File: src/rtl/acs_pkg.sv
package acs_pkg;

  typedef enum logic [1:0] {
    ST_IDLE = 2'd0,
    ST_EVAL = 2'd1,
    ST_HOLD = 2'd2
  } acs_phase_e;

  // Hamming distance between two 2-bit words
  function automatic logic [1:0] hamming2(input logic [1:0] a, input logic [1:0] b);
    logic [1:0] x;
    x = a ^ b;
    return {1'b0, x[1]} + {1'b0, x[0]};
  endfunction

endpackage

File: src/rtl/acs_branch_gen.sv
module acs_branch_gen import acs_pkg::*; #(
  parameter int K = 4,
  parameter int NMAX = 4,
  parameter int MW = 8,
  parameter logic [K-1:0] G0 = 4'b1111,
  parameter logic [K-1:0] G1 = 4'b1101,
  localparam int SW = K - 1,
  localparam int NC = 2 * NMAX
) (
  input  logic [NMAX-1:0] vld_i,
  input  logic [SW-1:0]   state_i  [NMAX],
  input  logic [MW-1:0]   metric_i [NMAX],
  input  logic [1:0]      sym_i,
  output logic [NC-1:0]   c_vld_o,
  output logic [SW-1:0]   c_state_o  [NC],
  output logic [MW-1:0]   c_metric_o [NC]
);

  for (genvar p = 0; p < NMAX; p++) begin : g_par
    for (genvar u = 0; u < 2; u++) begin : g_bit
      logic [K-1:0] w;
      logic [1:0]   code;
      logic [MW:0]  sum;
      assign w    = {1'(u), state_i[p]};
      assign code = {^(w & G0), ^(w & G1)};
      assign sum  = {1'b0, metric_i[p]} + {{(MW-1){1'b0}}, hamming2(code, sym_i)};
      assign c_vld_o[2*p+u]    = vld_i[p];
      assign c_state_o[2*p+u]  = w[K-1:1];
      assign c_metric_o[2*p+u] = sum[MW] ? {MW{1'b1}} : sum[MW-1:0];
    end
  end

endmodule

File: src/rtl/acs_prune.sv
module acs_prune #(
  parameter int SW = 3,
  parameter int MW = 8,
  parameter int NMAX = 4,
  parameter int TW = 4,
  localparam int NC = 2 * NMAX,
  localparam int CIW = $clog2(NC),
  localparam int CW = $clog2(NC + 1)
) (
  input  logic [NC-1:0]  c_vld_i,
  input  logic [SW-1:0]  c_state_i  [NC],
  input  logic [MW-1:0]  c_metric_i [NC],
  input  logic [MW-1:0]  dm_i,
  input  logic [TW-1:0]  thr_i,
  output logic [CW-1:0]  cnt_o,
  output logic [NMAX-1:0] s_vld_o,
  output logic [SW-1:0]  s_state_o  [NMAX],
  output logic [MW-1:0]  s_metric_o [NMAX],
  output logic [CIW-1:0] s_cidx_o   [NMAX]
);

  logic [NC-1:0] win;
  logic [NC-1:0] qual;
  logic [MW+1:0] lim;

  // merge: a candidate loses to any other reaching the same state with a
  // smaller metric, or an equal metric from a lower candidate index
  always_comb begin
    win = c_vld_i;
    for (int j = 0; j < NC; j++) begin
      for (int k = 0; k < NC; k++) begin
        if (k != j && c_vld_i[k] && c_state_i[k] == c_state_i[j] &&
            (c_metric_i[k] < c_metric_i[j] || (c_metric_i[k] == c_metric_i[j] && k < j)))
          win[j] = 1'b0;
      end
    end
  end

  assign lim = {2'b00, dm_i} + (MW+2)'(thr_i);

  always_comb begin
    cnt_o = '0;
    for (int j = 0; j < NC; j++) begin
      qual[j] = win[j] && ({2'b00, c_metric_i[j]} < lim);
      cnt_o   = cnt_o + CW'(qual[j]);
    end
  end

  // compaction: the n-th qualifying candidate goes to slot n, first NMAX only
  always_comb begin
    int rank;
    rank     = 0;
    s_vld_o  = '0;
    for (int i = 0; i < NMAX; i++) begin
      s_state_o[i]  = '0;
      s_metric_o[i] = '0;
      s_cidx_o[i]   = '0;
    end
    for (int j = 0; j < NC; j++) begin
      if (qual[j]) begin
        if (rank < NMAX) begin
          s_vld_o[rank]    = 1'b1;
          s_state_o[rank]  = c_state_i[j];
          s_metric_o[rank] = c_metric_i[j];
          s_cidx_o[rank]   = CIW'(j);
        end
        rank = rank + 1;
      end
    end
  end

endmodule

File: src/rtl/acs_min.sv
module acs_min #(
  parameter int NMAX = 4,
  parameter int MW = 8
) (
  input  logic [NMAX-1:0] vld_i,
  input  logic [MW-1:0]   metric_i [NMAX],
  output logic [MW-1:0]   min_o
);

  always_comb begin
    min_o = {MW{1'b1}};
    for (int i = 0; i < NMAX; i++) begin
      if (vld_i[i] && metric_i[i] < min_o) min_o = metric_i[i];
    end
  end

endmodule

File: src/rtl/adaptive_acs.sv
module adaptive_acs import acs_pkg::*; #(
  parameter int K = 4,
  parameter int NMAX = 4,
  parameter int MW = 8,
  parameter int THRESH = 14,
  parameter logic [K-1:0] G0 = 4'b1111,
  parameter logic [K-1:0] G1 = 4'b1101,
  localparam int SW = K - 1,
  localparam int PW = (NMAX > 1) ? $clog2(NMAX) : 1
) (
  input  logic                 clk,
  input  logic                 rst_n,
  input  logic                 sym_valid,
  output logic                 sym_ready,
  input  logic [1:0]           sym,
  output logic                 out_valid,
  input  logic                 out_ready,
  output logic [NMAX-1:0]      out_vld,
  output logic [NMAX*SW-1:0]   out_state,
  output logic [NMAX*MW-1:0]   out_metric,
  output logic [NMAX-1:0]      out_dec,
  output logic [NMAX*PW-1:0]   out_parent,
  output logic [MW-1:0]        out_min
);

  localparam int NC  = 2 * NMAX;
  localparam int CIW = $clog2(NC);
  localparam int CW  = $clog2(NC + 1);
  localparam int TW  = $clog2(THRESH + 1);

  acs_phase_e      phase_q, phase_d;
  logic [1:0]      sym_q;
  logic [TW-1:0]   thr_q, thr_d;
  logic            load_en, thr_en, commit;

  logic [NMAX-1:0] vld_q;
  logic [SW-1:0]   st_q  [NMAX];
  logic [MW-1:0]   met_q [NMAX];
  logic [NMAX-1:0] dec_q;
  logic [PW-1:0]   par_q [NMAX];
  logic [MW-1:0]   dm;

  logic [NC-1:0]   c_vld;
  logic [SW-1:0]   c_state  [NC];
  logic [MW-1:0]   c_metric [NC];
  logic [CW-1:0]   cnt;
  logic [NMAX-1:0] s_vld;
  logic [SW-1:0]   s_state  [NMAX];
  logic [MW-1:0]   s_metric [NMAX];
  logic [CIW-1:0]  s_cidx   [NMAX];

  acs_branch_gen #(.K(K), .NMAX(NMAX), .MW(MW), .G0(G0), .G1(G1)) i_branch (
    .vld_i(vld_q), .state_i(st_q), .metric_i(met_q), .sym_i(sym_q),
    .c_vld_o(c_vld), .c_state_o(c_state), .c_metric_o(c_metric)
  );

  acs_min #(.NMAX(NMAX), .MW(MW)) i_min (
    .vld_i(vld_q), .metric_i(met_q), .min_o(dm)
  );

  acs_prune #(.SW(SW), .MW(MW), .NMAX(NMAX), .TW(TW)) i_prune (
    .c_vld_i(c_vld), .c_state_i(c_state), .c_metric_i(c_metric),
    .dm_i(dm), .thr_i(thr_q), .cnt_o(cnt),
    .s_vld_o(s_vld), .s_state_o(s_state), .s_metric_o(s_metric), .s_cidx_o(s_cidx)
  );

  // next-state logic
  always_comb begin
    phase_d = phase_q;
    thr_d   = thr_q;
    load_en = 1'b0;
    thr_en  = 1'b0;
    commit  = 1'b0;
    unique case (phase_q)
      ST_IDLE: begin
        if (sym_valid) begin
          load_en = 1'b1;
          thr_en  = 1'b1;
          thr_d   = TW'(THRESH);
          phase_d = ST_EVAL;
        end
      end
      ST_EVAL: begin
        if (int'(cnt) <= NMAX || int'(thr_q) < 4) begin
          commit  = 1'b1;
          phase_d = ST_HOLD;
        end else begin
          thr_en = 1'b1;
          thr_d  = thr_q - TW'(2);
        end
      end
      ST_HOLD: begin
        if (out_ready) phase_d = ST_IDLE;
      end
      default: phase_d = ST_IDLE;
    endcase
  end

  // registers
  always_ff @(posedge clk or negedge rst_n) begin
    if (!rst_n) begin
      phase_q <= ST_IDLE;
      sym_q   <= '0;
      thr_q   <= '0;
    end else begin
      phase_q <= phase_d;
      if (load_en) sym_q <= sym;
      if (thr_en)  thr_q <= thr_d;
    end
  end

  always_ff @(posedge clk or negedge rst_n) begin
    if (!rst_n) begin
      vld_q <= NMAX'(1);
      dec_q <= '0;
      for (int i = 0; i < NMAX; i++) begin
        st_q[i]  <= '0;
        met_q[i] <= '0;
        par_q[i] <= '0;
      end
    end else if (commit) begin
      vld_q <= s_vld;
      for (int i = 0; i < NMAX; i++) begin
        st_q[i]  <= s_state[i];
        met_q[i] <= s_metric[i];
        dec_q[i] <= s_cidx[i][0];
        par_q[i] <= PW'(s_cidx[i] >> 1);
      end
    end
  end

  // outputs
  assign sym_ready = (phase_q == ST_IDLE);
  assign out_valid = (phase_q == ST_HOLD);
  assign out_vld   = vld_q;
  assign out_dec   = dec_q;
  assign out_min   = dm;

  for (genvar i = 0; i < NMAX; i++) begin : g_out
    assign out_state[i*SW +: SW]  = st_q[i];
    assign out_metric[i*MW +: MW] = met_q[i];
    assign out_parent[i*PW +: PW] = par_q[i];
  end

endmodule

File: config.mk
export PLATFORM = sky130hd
export DESIGN_NAME = adaptive_acs
export DESIGN_NICKNAME = d
export VERILOG_FILES = /design/src/rtl/acs_pkg.sv /design/src/rtl/acs_branch_gen.sv /design/src/rtl/acs_prune.sv /design/src/rtl/acs_min.sv /design/src/rtl/adaptive_acs.sv
export SDC_FILE = /design/constraint.sdc
export NUM_CORES = 1
export LEC_CHECK = 0
export ABC_AREA = 1
export BUFFER_PORTS_ARGS = -buffer_cell sky130_fd_sc_hd__buf_4
export CORE_MARGIN = 5
export CORE_UTILIZATION = 35
export CTS_CLUSTER_SIZE = 40
export DETAILED_ROUTE_END_ITERATION = 8
export HOLD_SLACK_MARGIN = 0.12
export MAX_ROUTING_LAYER = met4
export SYNTH_ARGS = -nofsm -noshare
export SYNTH_HDL_FRONTEND = slang
export SYNTH_SLANG_ARGS = --single-unit
File: constraint.sdc
create_clock -name clk -period 16 [get_ports clk]
set_clock_uncertainty 0.15 [all_clocks]
set_input_delay 0 -clock clk [delete_from_list [all_inputs] [get_ports clk]]
set_output_delay 0 -clock clk [all_outputs]
set_load 0.01 [all_outputs]
======== Word level (Yosys, flattened, before mapping) ========
Index checks and enable logic that the tools add are counted.
operators by class
  add/subtract/negate cells ............... 31
  magnitude comparators ................... 73
  equal/unequal tests ..................... 30
  mux-type cells .......................... 171
  bitwise operators ....................... 38
  reductions and logical operators ........ 95
operators by type and width
  cell                                                                                  count
  32-bit two-way mux                                                                    20
  32-bit by 4-bit < comparator with 1-bit output, second input constant                 14
  12-bit two-way mux                                                                    26
  32-bit bitwise mux                                                                    7
  32-bit by 1-bit greater-or-equal comparator with 1-bit output, second input constant  7
  32-bit by 3-bit greater-or-equal comparator with 1-bit output, second input constant  7
  32-bit by 1-bit < comparator with 1-bit output, second input constant                 7
  32-bit NOT                                                                            7
  8-bit < comparator                                                                    27
  32-bit by 2-bit adder with 32-bit output, second input constant                       6
  8-bit two-way mux                                                                     20
  8-bit demux with 2-bit select                                                         7
  8-bit == test                                                                         12
  12-bit bitwise mux                                                                    7
  8-bit by 10-bit < comparator with 1-bit output                                        8
  8-bit by 2-bit adder with 9-bit output                                                8
  4-bit two-way mux                                                                     16
  4-bit parity                                                                          16
  1-bit logical AND                                                                     62
  3-bit demux with 2-bit select                                                         7
  1-bit two-way mux                                                                     38
  4-bit bitwise OR                                                                      8
  4-bit by 1-bit adder with 4-bit output                                                6
  2-bit == test                                                                         12
  other kinds (30)                                                                      83
word-level totals
  bits in registers ....................... 68
  logic and storage cells ................. 455

======== Logic depth before layout (Yosys ltp) ========
Gate-level depths: netlist (run 1).
  depth in word-level cells ............... 42
  gate-level depth with buffers ........... 79

======== By module ========
A second synthesis (run 1) with hierarchy kept.
unflattened totals
  cells, all modules ...................... 3132
  area, all modules ....................... 19262.2 µm²
modules (own cells, without submodules)
  module          instances  cells each  area an instance (µm²)  sequential area each (µm²)
  acs_prune       1          2258        13444.1                 0.0
  adaptive_acs    1          302         2752.6                  1677.9
  acs_branch_gen  1          396         2113.3                  0.0
  acs_min         1          176         952.2                   0.0

======== Worst setup path before layout (run 1) ========
OpenSTA, ideal clock, no wires.
  path kind ............................... flip-flop to flip-flop
  start ................................... register vld_q[0] (netlist: out_vld[0])
  end ..................................... register met_q, in the netlist out_metric[5]
  data arrival time ....................... 11778 ps
  data required time ...................... 15732 ps
  slack ................................... 3954 ps
  stages on the path, launching flop included .. 62
  path buffers ............................ 5
  clock period less this slack ............ 12046 ps
  cell sequence ........................... dfstp_2 -> clkbuf_1 -> nand2_1 -> nor2_1 -> ha_1 -> a211oi_1 -> nand2_1 -> a31oi_1 -> nand2_2 -> clkbuf_1 -> o21ai_0 -> ha_1 -> a211oi_1 -> nand2_1 -> a31oi_1 -> nand2_4 -> clkbuf_1 -> o21ai_0 -> [26 not listed] -> inv_1 -> ha_1 -> or2_1 -> nand2_1 -> ha_1 -> nand2_1 -> nand2_1 -> ha_1 -> nand2_1 -> inv_1 -> nand2_1 -> nand3_1 -> nor2_4 -> nand4_2 -> clkinv_1 -> nand2_1 -> nand3_1 -> nand2_1
on the way
  longest elaborated chain between the ends .. 41
  elaborated cells on any way between the ends .. 156
  those cells by class .................... add/sub (14); order compare (33); mux (73); bitwise (7); reduce/logical (29)
ends and longest elaborated chain
  what                                                                               line                 source
  start, declared                                                                    adaptive_acs.sv:36   logic [NMAX-1:0] vld_q;
  start signal, assigned                                                             adaptive_acs.sv:122  vld_q <= s_vld;
  1-bit logical AND *                                                                acs_min.sv:13        if (vld_i[i] && metric_i[i] < min_o) min_o = metric_i[i];
  8-bit two-way mux *                                                                acs_min.sv:13
  8-bit < comparator                                                                 acs_min.sv:13
  1-bit logical AND                                                                  acs_min.sv:13
  8-bit two-way mux *                                                                acs_min.sv:13
  8-bit < comparator                                                                 acs_min.sv:13
  1-bit logical AND                                                                  acs_min.sv:13
  8-bit two-way mux *                                                                acs_min.sv:13
  8-bit < comparator                                                                 acs_min.sv:13
  1-bit logical AND                                                                  acs_min.sv:13
  8-bit two-way mux *                                                                acs_min.sv:13
  net out_min[1]                                                                     adaptive_acs.sv:23   output logic [MW-1:0] out_min
  8-bit by 4-bit adder with 9-bit output *                                           acs_prune.sv:39      assign lim = {2'b00, dm_i} + (MW+2)'(thr_i);
  branches (longest 29 deep; another with 32-bit by 2-bit adder with 32-bit output)  --
  end signal, assigned by index                                                      adaptive_acs.sv:125  met_q[i] <= s_metric[i];
  end, declared                                                                      adaptive_acs.sv:38   logic [MW-1:0] met_q [NMAX];
Mark *: on every way through the listed nets, which the timed path passes.
A chain may end at the register's enable or synchronous reset.

======== Worst setup path in the final report (run 1) ========
  start ................................... register met_q, in the netlist out_metric[4]
  end ..................................... register met_q, in the netlist out_metric[7]
on the way
  longest elaborated chain between the ends .. 42
  elaborated cells on any way between the ends .. 188
  those cells by class .................... add/sub (16); order compare (46); eq/ne (6); mux (75); bitwise (7); reduce/logical (38)
ends and longest elaborated chain
  what
  branches (longest 42 deep; another with 8-bit < comparator)
Several ways; the timed one is not identified.

==> results.ini, run 1 <==
[critical_path]
cp.buffers_inverters = 7
rrSetupSlack_ps = 2190
critPathKind = flip-flop to flip-flop
slowest_stage = o31ai_1
timing.rr.end = out_metric[7]
r2r-start = out_metric[4]
critical-path-top-delay-family = simple AND/OR/NAND/NOR gates
critical_path.max_stage_delay_ps = 610
critical_path_arrival_ps = 13900
cp_common_cell = nand2_1
cp-end-kind = flip-flop
critPathMaxFanout = 15
required_ps = 16090
rr_worst_depth = 60
startpoint_type = flip-flop

[clock_network]
clk_pin_slew_ps = 60
clock_path_buffers = 2
cts_tree = yes
numCtsBuffers = 9
worst_skew_pair.late_latency_ps = 370
cts.htree.levels = 3
clock_sinks = 64
cts_root_buf = clkbuf_16
postCtsResizedCells = 0

[global_routing]
gr-total-overflow = 0
grt_pass1_vias = 14653
grt_max_degree = 65
antenna_found_initial = 1
grt_pass1_wl_mm = 97.2
track_usage_pct = 32.1

[drt]
first_pass_iters = 6
post-route-drc-count = 0
drtAntennaViolNets = 0
drtIter0Drc = 1929
avgViaCountPerCell = 5.64
wire_per_inst_um = 23.9
route.vias.total = 15841
wl_mm = 67.2

[synthesis]
synth-edff-count = 0
yosysMostFrequentCell = nand2_1
ys_ff_latch = 64
synth_top_area_cell = nand2_1
synth_fp_nets = 2432
synth_commonest_cells = nand2_1 (660), inv_1 (309), ha_1 (195)
synth_cell_types = 61
synth_ff_type = dfrtp_1
synthTopCellsByArea = nand2_1 (19%), ha_1 (18%), dfrtp_1 (12%)
syn_area_um2 = 13300
synthArstFlopShare_pct = 100
ys_seq_area_share_pct = 12.0
synth.avg_cell_area_um2 = 6.02
synth-warning-count = 0
synth.top_cell.area_share_pct = 18.6
syn_inst = 2217

[timing]
max_freq_ghz = 0.0724
maxSlewHeadroom_pct = 14.6
setup-tns-final_ps = 0
slew_violations = 0
grt_setup_unrepaired = no
finalCritPeriodShare_pct = 86.3
period_needed_ps = 13810
hold_viol = 0
worst_pin_slew_ps = 1270
setup_viol = 0

[floorplanning]
dieArea_um2 = 42100
start_util_pct = 35.4
rows = 71
io_pins = 76
coreArea_um2 = 37700
dieWidth_um = 205
die_h_um = 205

[place]
place_congestion = 1.09
io_buffers = 75
dp_hpwl_mm = 54.4

[final_layout]
diodes = 0
nNetsFinal = 2506
n_fill_cell = 4182
drive_gt1_share_pct = 10.5
syn_to_final_growth_pct = 12.0

[run_status]
status = complete, no violations

[job]
drv_cap = 0

[min_path]
hp-class = primary input to async pin

## metrics by stage
stage               util, %  instances  instance area [µm²]  hold WS [ps]  setup WS [ps]
floorplan                 -       2217                13300          -446           3950
global placement       38.6       2783                14600          26.2           2800
detailed placement     38.6       2783                14600          32.9           2440
CTS                    39.7       2807                14900           204           2360
global route           39.7       2807                14900           227           1160
finish                 39.7       2807                14900           141           2190
## worst reg2reg max path, delay by kind of cell (launching register included)
family | cells | cell delay (ps)
AOI/OAI and AO/OA | 11 | 3330
buffers and inverters | 7 | 1370
adders and majority gates | 10 | 3380
DFF | 1 | 540
xor gates and xnor gates | 1 | 190
and+or+nand+nor | 31 | 4750
## logic make-up after synthesis
| family | synth area share, % |
|---|---|
| AOI/OAI and AO/OA | 14.9 |
| muxes | 0.0844 |
| and+or+nand+nor | 38.9 |
| xor gates and xnor gates | 1.84 |
| DFF | 12.0 |
| adders and majority gates | 20.5 |
| other | 0.0281 |
| buffers and inverters | 11.8 |
## layout by cell type, fill, tap and decap left out, drive strengths merged, types with 35 or more instances in the layout
| cell type | instances |
|---|---|
| nand3 | 187 |
| nor2 | 196 |
| o21ai | 174 |
| dfrtp | 63 |
| a21oi | 93 |
| buf | 115 |
| nor3 | 42 |
| nand4 | 36 |
| nand2 | 695 |
| inv | 327 |
| o211ai | 35 |
| ha | 195 |
## layer usage
metal,GRT usage (%),vias to the layer above,wire length (µm),share of wire (%)
met5,-,-,0,0
met2,49.9,792,29800,44
met1,41.9,7495,27900,42
li1,-,7387,-,-
met3,5.01,167,5960,8.9
met4,13.4,0,3490,5.2
## sequential cells by signal (all words and copies together) (netlist names)
| name | count |
|---|---|
| out_metric | 32 |
| out_state | 12 |
| out_parent | 8 |
| out_vld | 4 |
| thr_q | 3 |
| phase_q | 2 |
| sym_q | 2 |
| out_dec | 1 |
## how the worst max path moves through the flow
stage                    end  depth (start not counted)     startpoint
2_1_floorplan  out_metric[5]                         61     out_vld[0]
3_3_place_gp   out_metric[7]                         60  out_metric[4]
3_5_place_dp   out_metric[7]                         60  out_metric[4]
4_1_cts        out_metric[7]                         60  out_metric[4]
5_1_grt        out_metric[5]                         60  out_metric[4]
6_report       out_metric[7]                         60  out_metric[4]
## area by class of cell
class                           instances  area [µm²]  area share [%]
Sequential cell                        64        1600            10.7
Inverter                              333        1250            8.37
Timing Repair Buffer                  123         943            6.31
Multi-Input combinational cell       1760       10200            68.3
Clock inverter                          6        67.6           0.452
Tap cell                              511         639            4.28
Clock buffer                           10         239            1.60
## what timing repair did
action	in CTS	in global routing
hold endpoints to repair	70	0
setup buffers	0	0
hold buffers	8	0
Power of run 1 is not shown: default switching activity piles up to over one toggle a cycle in this logic, so the estimate is an artifact.
==> inputs of run 2 (changes only) <==
Settings changed: ABC_AREA 1 to default.
==> run 2 against run 1 <==
Effect of this change: wire length is 4.9% lower; count of clock-buffer cells in the layout is 1 lower; setup slack worse by 1500 ps; critical path type unchanged; highest routed layer unchanged.
==> results.ini, run 2 <==
[synthesis]
synth.avg_cell_area_um2 = 7.59
ys_ff_latch = 64
synth.top_cell.area_share_pct = 19.0
synth-warning-count = 0
synth_top_area_cell = ha_1
synth-edff-count = 0
yosysMostFrequentCell = ha_1
synth_commonest_cells = ha_1 (195), nand2_1 (164), nor2_1 (131)
syn_inst = 1687
syn_area_um2 = 12800
synthArstFlopShare_pct = 100
synth_fp_nets = 1902
synth_ff_type = dfrtp_1
synth_cell_types = 109
synthTopCellsByArea = ha_1 (19%), dfrtp_1 (12%), nand2_1 (4.8%)
ys_seq_area_share_pct = 12.5

[min_path]
hp-class = primary input to async pin

[clock_network]
numCtsBuffers = 9
worst_skew_pair.late_latency_ps = 350
cts_root_buf = clkbuf_16
clk_pin_slew_ps = 70
clock_path_buffers = 2
cts_tree = yes
cts.htree.levels = 3
clock_sinks = 64

[drt]
post-route-drc-count = 0
first_pass_iters = 6
drtAntennaViolNets = 0
avgViaCountPerCell = 6.58
wire_per_inst_um = 29.2
route.vias.total = 14424
drtIter0Drc = 1619
wl_mm = 63.9

[critical_path]
slowest_stage = dfstp_2
crit_path_start = out_vld[0]
cp_common_cell = ha_1
critical-path-top-delay-family = simple AND/OR/NAND/NOR gates
path_depth = 58
critPathKind = flip-flop to flip-flop
critical_path.max_stage_delay_ps = 670
cp.buffers_inverters = 5
r2r-start = out_vld[0]
rr_worst_depth = 58
required_ps = 16080
critical_path_arrival_ps = 15340
startpoint_type = flip-flop
critPathMaxFanout = 16
cp-end-kind = flip-flop

[floorplanning]
io_pins = 76
dieWidth_um = 201
dieArea_um2 = 40500
rows = 70
die_h_um = 201
start_util_pct = 35.2
coreArea_um2 = 36300

[timing]
worst_pin_slew_ps = 1290
setup_viol = 0
period_needed_ps = 15270
setup-tns-final_ps = 0
finalCritPeriodShare_pct = 95.4
slew_violations = 0
max_freq_ghz = 0.0655
hold_viol = 0
maxSlewHeadroom_pct = 13.4

[global_routing]
gr-total-overflow = 0
grt_pass1_vias = 13367
antenna_found_initial = 1
track_usage_pct = 30.8
grt_pass1_wl_mm = 91.6
grt_max_degree = 65

[final_layout]
fin_cells = 2192
final_cell_mix = ha_1 (195), nand2_1 (164), nor2_1 (131)
drive_gt1_share_pct = 11.5
nNetsFinal = 1933
mostFrequentLayoutCell = ha_1
largest_reg_flops = 32
syn_to_final_growth_pct = 10.9

[run_status]
status = complete, no violations

[job]
drv_cap = 0

[place]
dp_hpwl_mm = 50.3
place_congestion = 1.11
io_buffers = 75
dp.cells = 2164

==> run 2: cell count changes after synthesis, sizes merged, moves of 42 or more <==
cell	before	now
inv	326	132
nand2	695	169
nand3	187	69
nor2	196	132
o21ai	174	108
xnor2	5	47
==> run 2: worst paths after layout <==
check | end | slack, ps
setup / recovery | out_state[1] | 730
hold / removal | out_metric[0] | 160
setup reg to reg | out_state[1] | 730
hold reg to reg | out_parent[4] | 400
max in group asynchronous | out_state[1] | 14930
min in group clk | phase_q[1] | 230
==> run 2: timing repair <==
item	CTS	global route
hold buffers	7	0
endpoints found under the setup margin	0	49
buffers inserted	0	3
gates resized for setup	0	4
hold endpoints to repair	71	0
==> run 2: metrics by stage <==
step	utilization [%]	hold slack, ps	setup slack (ps)	area [µm²]
6_report	39.1	159	734	14200
5_1_grt	39.1	259	-37.9	14200
4_1_cts	39.0	196	756	14200
3_5_place_dp	37.8	23.7	790	13700
3_3_place_gp	37.8	19.3	1340	13700
2_1_floorplan	-	-446	2970	12800
==> run 2: metal layers <==
metal | up-vias | GRT usage, % | wire (µm)
li1 | 6286 | - | -
met5 | - | - | 0
met1 | 6992 | 41.6 | 26600
met4 | 0 | 12.4 | 3550
met3 | 200 | 4.69 | 6220
met2 | 946 | 46.4 | 27500
==> run 2: kinds of logic after synthesis <==
kind of cell	share of synthesized area [%]
buf+inv	7.31
xor+xnor	5.58
compound gates	29.8
simple gates	20.5
flops	12.5
fa+ha+maj	21.6
mux	2.66
other cells	0.0293
==> run 2: layout make-up <==
cell class,instances,area [µm²]
fillers,3748,22100
repair buffers,113,866
diodes,1,2.50
clock inverters,7,125
clock buffers,9,225
flip-flops and latches,64,1600
well taps,468,586
multi-input cells,1398,10300
inverters,132,498
Power of run 2 is left out for the same reason.
